--- src/rtl/bsq_pkg.sv ---
package bsq_pkg;

    typedef enum logic {
        BS_IDLE = 1'b0,
        BS_RUN  = 1'b1
    } burst_st_e;

    typedef enum logic [1:0] {
        PW_ON    = 2'd0,
        PW_SLEEP = 2'd1,
        PW_WARM  = 2'd2
    } pwr_st_e;

    typedef enum logic [2:0] {
        EV_NONE  = 3'd0,
        EV_START = 3'd1,
        EV_DESEL = 3'd2,
        EV_STEP  = 3'd3,
        EV_HOLD  = 3'd4
    } edge_ev_e;

endpackage

--- src/rtl/bsq_power_gate.sv ---
module bsq_power_gate
    import bsq_pkg::*;
#(
    parameter int WAKE_CYCLES = 2
) (
    input  logic clk,
    input  logic rst_n,
    input  logic sleep_i,
    output logic hold_o,
    output logic start_ok_o
);

    localparam int CW = $clog2(WAKE_CYCLES) + 1;

    pwr_st_e        st_q, st_d;
    logic [CW-1:0]  cnt_q, cnt_d;

    always_comb begin
        st_d  = st_q;
        cnt_d = cnt_q;
        unique case (st_q)
            PW_ON: begin
                if (sleep_i) st_d = PW_SLEEP;
            end
            PW_SLEEP: begin
                if (!sleep_i) begin
                    st_d  = PW_WARM;
                    cnt_d = CW'(WAKE_CYCLES - 2);
                end
            end
            PW_WARM: begin
                if (sleep_i)             st_d  = PW_SLEEP;
                else if (cnt_q == '0)    st_d  = PW_ON;
                else                     cnt_d = cnt_q - 1'b1;
            end
            default: st_d = PW_ON;
        endcase
    end

    always_ff @(posedge clk or negedge rst_n) begin
        if (!rst_n) begin
            st_q  <= PW_ON;
            cnt_q <= '0;
        end else begin
            st_q  <= st_d;
            cnt_q <= cnt_d;
        end
    end

    assign hold_o     = sleep_i;
    assign start_ok_o = (st_q == PW_ON) && !sleep_i;

    // the second edge after sleep drops still refuses a start
    a_r12_wake_blocks: assert property (@(posedge clk) disable iff (!rst_n)
        $fell(sleep_i) |=> !start_ok_o);

endmodule

--- src/rtl/bsq_beat_counter.sv ---
module bsq_beat_counter #(
    parameter int BW = 2
) (
    input  logic          clk,
    input  logic          rst_n,
    input  logic          load_i,
    input  logic          step_i,
    output logic [BW-1:0] beat_o
);

    always_ff @(posedge clk or negedge rst_n) begin
        if (!rst_n)      beat_o <= '0;
        else if (load_i) beat_o <= '0;
        else if (step_i) beat_o <= beat_o + 1'b1;
    end

endmodule

--- src/rtl/bsq_beat_map.sv ---
module bsq_beat_map #(
    parameter int BW = 2
) (
    input  logic [BW-1:0] base_low_i,
    input  logic [BW-1:0] beat_i,
    input  logic          ilv_i,
    output logic [BW-1:0] low_o
);

    logic [BW-1:0] lin_low;
    logic [BW-1:0] ilv_low;

    always_comb begin
        lin_low = base_low_i + beat_i;
        ilv_low = base_low_i ^ beat_i;
        low_o   = ilv_i ? ilv_low : lin_low;
    end

endmodule

--- src/rtl/burst_addr_seq.sv ---
module burst_addr_seq
    import bsq_pkg::*;
#(
    parameter int AW          = 15,
    parameter int BW          = 2,
    parameter int WAKE_CYCLES = 2
) (
    input  logic          clk,
    input  logic          rst_n,
    input  logic [AW-1:0] addr_i,
    input  logic          strobe_cpu_n,
    input  logic          strobe_ctl_n,
    input  logic          advance_n,
    input  logic          ilv_mode_i,
    input  logic          sel_a_n,
    input  logic          sel_b,
    input  logic          sel_c_n,
    input  logic          sleep_i,
    output logic [AW-1:0] word_addr_o,
    output logic [BW-1:0] beat_o,
    output logic          start_o,
    output logic          cont_o,
    output logic          susp_o,
    output logic          desel_o
);

    localparam int HI_W = AW - BW;

    burst_st_e      st_q, st_d;
    edge_ev_e       ev;
    logic           hold, start_ok;
    logic           cpu_req, ctl_req, start_req, sel_ok;
    logic [AW-1:0]  base_q, base_nx;
    logic [BW-1:0]  beat_nx, low_nx;

    bsq_power_gate #(.WAKE_CYCLES(WAKE_CYCLES)) u_pwr (
        .clk        (clk),
        .rst_n      (rst_n),
        .sleep_i    (sleep_i),
        .hold_o     (hold),
        .start_ok_o (start_ok)
    );

    bsq_beat_counter #(.BW(BW)) u_cnt (
        .clk    (clk),
        .rst_n  (rst_n),
        .load_i (ev == EV_START),
        .step_i (ev == EV_STEP),
        .beat_o (beat_o)
    );

    bsq_beat_map #(.BW(BW)) u_map (
        .base_low_i (base_nx[BW-1:0]),
        .beat_i     (beat_nx),
        .ilv_i      (ilv_mode_i),
        .low_o      (low_nx)
    );

    // Strobe qualification and edge classification
    always_comb begin
        cpu_req   = !strobe_cpu_n && !sel_a_n;
        ctl_req   = !strobe_ctl_n && strobe_cpu_n;
        start_req = (cpu_req || ctl_req) && start_ok;
        sel_ok    = !sel_a_n && sel_b && !sel_c_n;
        if (hold)                ev = EV_NONE;
        else if (start_req)      ev = sel_ok ? EV_START : EV_DESEL;
        else if (st_q == BS_RUN) ev = advance_n ? EV_HOLD : EV_STEP;
        else                     ev = EV_NONE;
    end

    always_comb begin
        st_d = st_q;
        unique case (ev)
            EV_START: st_d = BS_RUN;
            EV_DESEL: st_d = BS_IDLE;
            EV_STEP,
            EV_HOLD,
            EV_NONE:  st_d = st_q;
            default:  st_d = st_q;
        endcase
    end

    always_comb begin
        base_nx = (ev == EV_START) ? addr_i : base_q;
        unique case (ev)
            EV_START: beat_nx = '0;
            EV_STEP:  beat_nx = beat_o + 1'b1;
            default:  beat_nx = beat_o;
        endcase
    end

    // State register
    always_ff @(posedge clk or negedge rst_n) begin
        if (!rst_n) begin
            st_q   <= BS_IDLE;
            base_q <= '0;
        end else begin
            st_q   <= st_d;
            base_q <= base_nx;
        end
    end

    // Registered outputs
    always_ff @(posedge clk or negedge rst_n) begin
        if (!rst_n) begin
            word_addr_o <= '0;
            start_o     <= 1'b0;
            cont_o      <= 1'b0;
            susp_o      <= 1'b0;
            desel_o     <= 1'b0;
        end else begin
            start_o <= (ev == EV_START);
            cont_o  <= (ev == EV_STEP);
            susp_o  <= (ev == EV_HOLD);
            desel_o <= (ev == EV_DESEL);
            if (ev == EV_START || ev == EV_STEP)
                word_addr_o <= {base_nx[AW-1:BW], low_nx};
        end
    end

    // one event per edge at most
    a_r11_flags_exclusive: assert property (@(posedge clk) disable iff (!rst_n)
        $onehot0({start_o, cont_o, susp_o, desel_o}));

    // a start shows the sampled address at beat zero
    a_r2_start_loads: assert property (@(posedge clk) disable iff (!rst_n)
        start_o |-> (word_addr_o == $past(addr_i)) && (beat_o == '0));

    // a step advances the beat by exactly one
    a_r6_step_increments: assert property (@(posedge clk) disable iff (!rst_n)
        cont_o |-> beat_o == BW'($past(beat_o) + 1'b1));

    // a suspend freezes address and beat
    a_r6_suspend_holds: assert property (@(posedge clk) disable iff (!rst_n)
        susp_o |-> $stable(word_addr_o) && $stable(beat_o));

    // upper bits never move inside a burst
    a_r7_upper_held: assert property (@(posedge clk) disable iff (!rst_n)
        (cont_o || susp_o) |-> word_addr_o[AW-1:BW] == $past(word_addr_o[AW-1:BW]));

    // a deselect leaves the burst idle on the following edge
    a_r11_desel_idles: assert property (@(posedge clk) disable iff (!rst_n)
        desel_o |=> !cont_o && !susp_o);

    // no event while sleep was sampled high
    a_r12_sleep_quiet: assert property (@(posedge clk) disable iff (!rst_n)
        $past(sleep_i) |-> !start_o && !cont_o && !susp_o && !desel_o);

    initial begin
        a_r8_width_split: assert (HI_W > 0);
    end

endmodule

--- config.mk ---
export PLATFORM = sky130hd
export DESIGN_NAME = burst_addr_seq
export DESIGN_NICKNAME = d
export VERILOG_FILES = /design/src/rtl/bsq_pkg.sv /design/src/rtl/bsq_power_gate.sv /design/src/rtl/bsq_beat_counter.sv /design/src/rtl/bsq_beat_map.sv /design/src/rtl/burst_addr_seq.sv
export SDC_FILE = /design/constraint.sdc
export NUM_CORES = 1
export LEC_CHECK = 0
export BUFFER_PORTS_ARGS = -buffer_cell sky130_fd_sc_hd__buf_4
export CAP_MARGIN = 25
export CORE_UTILIZATION = 54
export DETAILED_ROUTE_END_ITERATION = 10
export GPL_TIMING_DRIVEN = 0
export PLACE_DENSITY = 0.76
export SETUP_SLACK_MARGIN = 0.1
export SYNTH_ARGS = -nofsm -noshare
export SYNTH_HDL_FRONTEND = slang
export SYNTH_HIERARCHICAL = 1
export SYNTH_SLANG_ARGS = --single-unit
--- constraint.sdc ---
create_clock -name clk -period 3.6 [get_ports clk]
set_clock_uncertainty 0.1 [all_clocks]
set_input_delay 0.54 -clock clk [delete_from_list [all_inputs] [get_ports clk]]
set_output_delay 0.54 -clock clk [all_outputs]
set_load 0.02 [all_outputs]
==> metrics.txt <==
WL per Instance=16.3 microns; Worst-Margin Slew=600 ps; Power Density=665 nW/um^2; first-pass GRT wire length=8130 microns; DP Wirelength=3280 microns; Syn Area/Cell=10.2 sq um; Longest Clk Path Bufs=2; switching power=0.000586 W; synthesized area=2100 sq um; Iter 0 DRT Violations=141; largest net degree at the start of global routing=42; most common cell after layout, fill and taps aside=buf_4; synth-to-layout area growth=24.5%; clock share of power=0.222; Power Internal=0.00115 W; ANT cells=0; total wire length=4980 microns; Num CTS Buffers=5; Worst Path Max Fanout=13; Vias/cell=5.79; endpoints failing hold=0; CP Class=register to register; peak supply drop=0.000400 V; Post-Syn Nets=232; worst endpoint required time=3700 ps; CTS tree=done; initial antenna violation count=0; status=finished, final reports clean; Synth cell types=34; Total GRT Usage=0.261; RSZ-0062 raised after global routing=no; Core Footprint=3690 sq um; Worst Path Arrival=3150 ps; Fillers=302; row count=22; CTS Hold Bufs=0; die area=4140 sq um; endpoints failing setup=0; most frequent cells in the layout=buf_4 (47), dfrtp_1 (41), inv_1 (33); grt ovf=0; #FFs+latches synth=41; post-CTS setup buffer count=0; CP Capture Type=register; clock slew at reported path FFs=80 ps; via count=1773; Hold Path Class=primary input to asynchronous set/reset pin; layout cells sized above 1=0.260; max_slew headroom=0.600; PortBufs=45; CTS root buf=clkbuf_8; IO Pins=46; Achievable Freq=327 MHz; Tmin final=3050 ps; Static Leak=1.22 nW; GPL Wtd Cong=0.853; htree depth=2; Die H=64.3 microns; switching share of power=0.337; post_cts resized=0; synthesized netlist cell count=205; total power=0.00174 W; placed cells=298; period utilisation layout=0.848; Max-cap violations=0; DRC Markers=0; die extent in x=64.3 microns; Final Max Slew Viols=0; TNS Setup=0 ps; clock sinks=41; antenna viol nets, final=0; Final #Nets=284; number of global-route vias before repair=1774; Synthesis Warnings=6; clk_lat worst skew=290 ps; combinational power share=0.373; Initial Utilization=0.569; Flop pwr share=0.406; TritonRoute pass-1 iters=5; sequential share of the synthesized area=0.489; Layout Cells excl Fill=306; Startpoint Class=register
==> logic make-up (layout without fill, tap and decap cells) <==
kind of cell               count (synthesis)  after routing  share of synthesized area
AOI/OAI and AO/OA                         59             59                      0.194
muxes                                      5              5                     0.0250
adders and majority gates                  2              2                     0.0119
buffers and inverters                     50            103                     0.0996
DFF                                       41             41                      0.489
and+or+nand+nor                           45             45                      0.168
xor gates and xnor gates                   3              3                     0.0125
==> synthesized netlist by cell type (all sizes together) <==
| cell | number | area [sq um] |
|---|---|---|
| o211a | 1 | 17.5 |
| ha | 2 | 25.0 |
| o2111a | 1 | 11.3 |
| nor3b | 1 | 12.5 |
| nor4 | 3 | 18.8 |
| o311ai | 15 | 131 |
| nor4bb | 16 | 160 |
| o2bb2ai | 2 | 17.5 |
| nand4 | 15 | 93.8 |
| a21boi | 2 | 15.0 |
| dfrtp | 41 | 1030 |
| a21bo | 2 | 20.0 |
| o21bai | 2 | 15.0 |
| o31ai | 2 | 15.0 |
| nor2 | 3 | 11.3 |
| nand3b | 1 | 7.51 |
| clkbuf | 9 | 33.8 |
| nor2b | 3 | 18.8 |
| inv | 33 | 124 |
| or3b | 1 | 8.76 |
| a21oi | 3 | 18.8 |
| mux2i | 3 | 30.0 |
| buf | 8 | 51.3 |
| mux2 | 2 | 22.5 |
| nor3 | 2 | 21.3 |
| xnor2 | 3 | 26.3 |
| o21ai | 29 | 145 |
==> metal layers <==
| metal | track usage | wire length [microns] | up-vias |
|---|---|---|---|
| met1 | 0.339 | 2210 | 863 |
| met5 | 0 | 0 | - |
| met4 | 0.106 | 56 | 0 |
| li1 | - | - | 852 |
| met3 | 0.0589 | 233 | 7 |
| met2 | 0.421 | 2470 | 51 |
==> power by group through the flow <==
stage          logic, W  clock network (W)  registers [W]
3_5_place_dp   0.000645                  0       0.000715
3_3_place_gp   0.000636                  0       0.000711
2_1_floorplan  0.000282                  0       0.000820
6_report       0.000648           0.000385       0.000705
4_1_cts        0.000652           0.000388       0.000706
5_1_grt        0.000700           0.000406       0.000724
==> flip-flops by register name, summed over array words and instances (netlist names) <==
signal / cells
cont_o: 1
start_o: 1
u_pwr/st_q: 2
st_q: 1
susp_o: 1
u_cnt/beat_o: 2
base_q: 15
word_addr_o: 15
desel_o: 1
u_pwr/cnt_q: 2
==> path summary, 6_finish.rpt <==
| check | from | to | slack (ps) | depth (start not counted) |
|---|---|---|---|---|
| worst max-delay path | u_pwr/st_q[0] | word_addr_o[1] | 550 | 12 |
| worst min-delay path | rst_n | base_q[4] | 110 | 1 |
| worst max register to register | u_pwr/st_q[0] | word_addr_o[1] | 550 | 12 |
| worst min register to register | u_pwr/st_q[1] | u_pwr/st_q[0] | 400 | 1 |
| max in group asynchronous | rst_n | word_addr_o[3] | 2930 | 1 |
| min in group clk | sleep_i | u_pwr/st_q[1] | 350 | 2 |
==> per-stage QoR <==
| stage | utilization | setup slack (ps) | hold WS, ps | area (sq um) |
|---|---|---|---|---|
| 2_1_floorplan | - | 969 | 144 | 2100 |
| 3_3_place_gp | 0.677 | 551 | 386 | 2500 |
| 5_1_grt | 0.708 | 346 | 152 | 2610 |
| 6_report | 0.708 | 546 | 107 | 2610 |
| 4_1_cts | 0.708 | 559 | 128 | 2610 |
| 3_5_place_dp | 0.677 | 501 | 392 | 2500 |
==> critical path: stages, from the launching register on <==
cell,delay [ps]
dfrtp_1,380
buf_6,130
nor3_1,290
a21bo_2,320
o211a_4,300
buf_2,220
mux2i_1,220
ha_1,190
nor2b_1,170
xnor2_1,160
nor4bb_1,280
o21ai_0,120
o311ai_1,100
==> area by class of cell <==
cell class | count | area, sq um | area share
multi-input combinational | 114 | 863 | 0.330
buffer | 17 | 85.1 | 0.0326
clock buffer | 7 | 86.3 | 0.0330
tap | 48 | 60.1 | 0.0230
timing repair buffer | 45 | 338 | 0.129
inverter | 33 | 124 | 0.0474
sequential | 41 | 1030 | 0.393
clock inverter | 1 | 30.0 | 0.0115
Note: power is estimated with default switching activity, not from simulation.
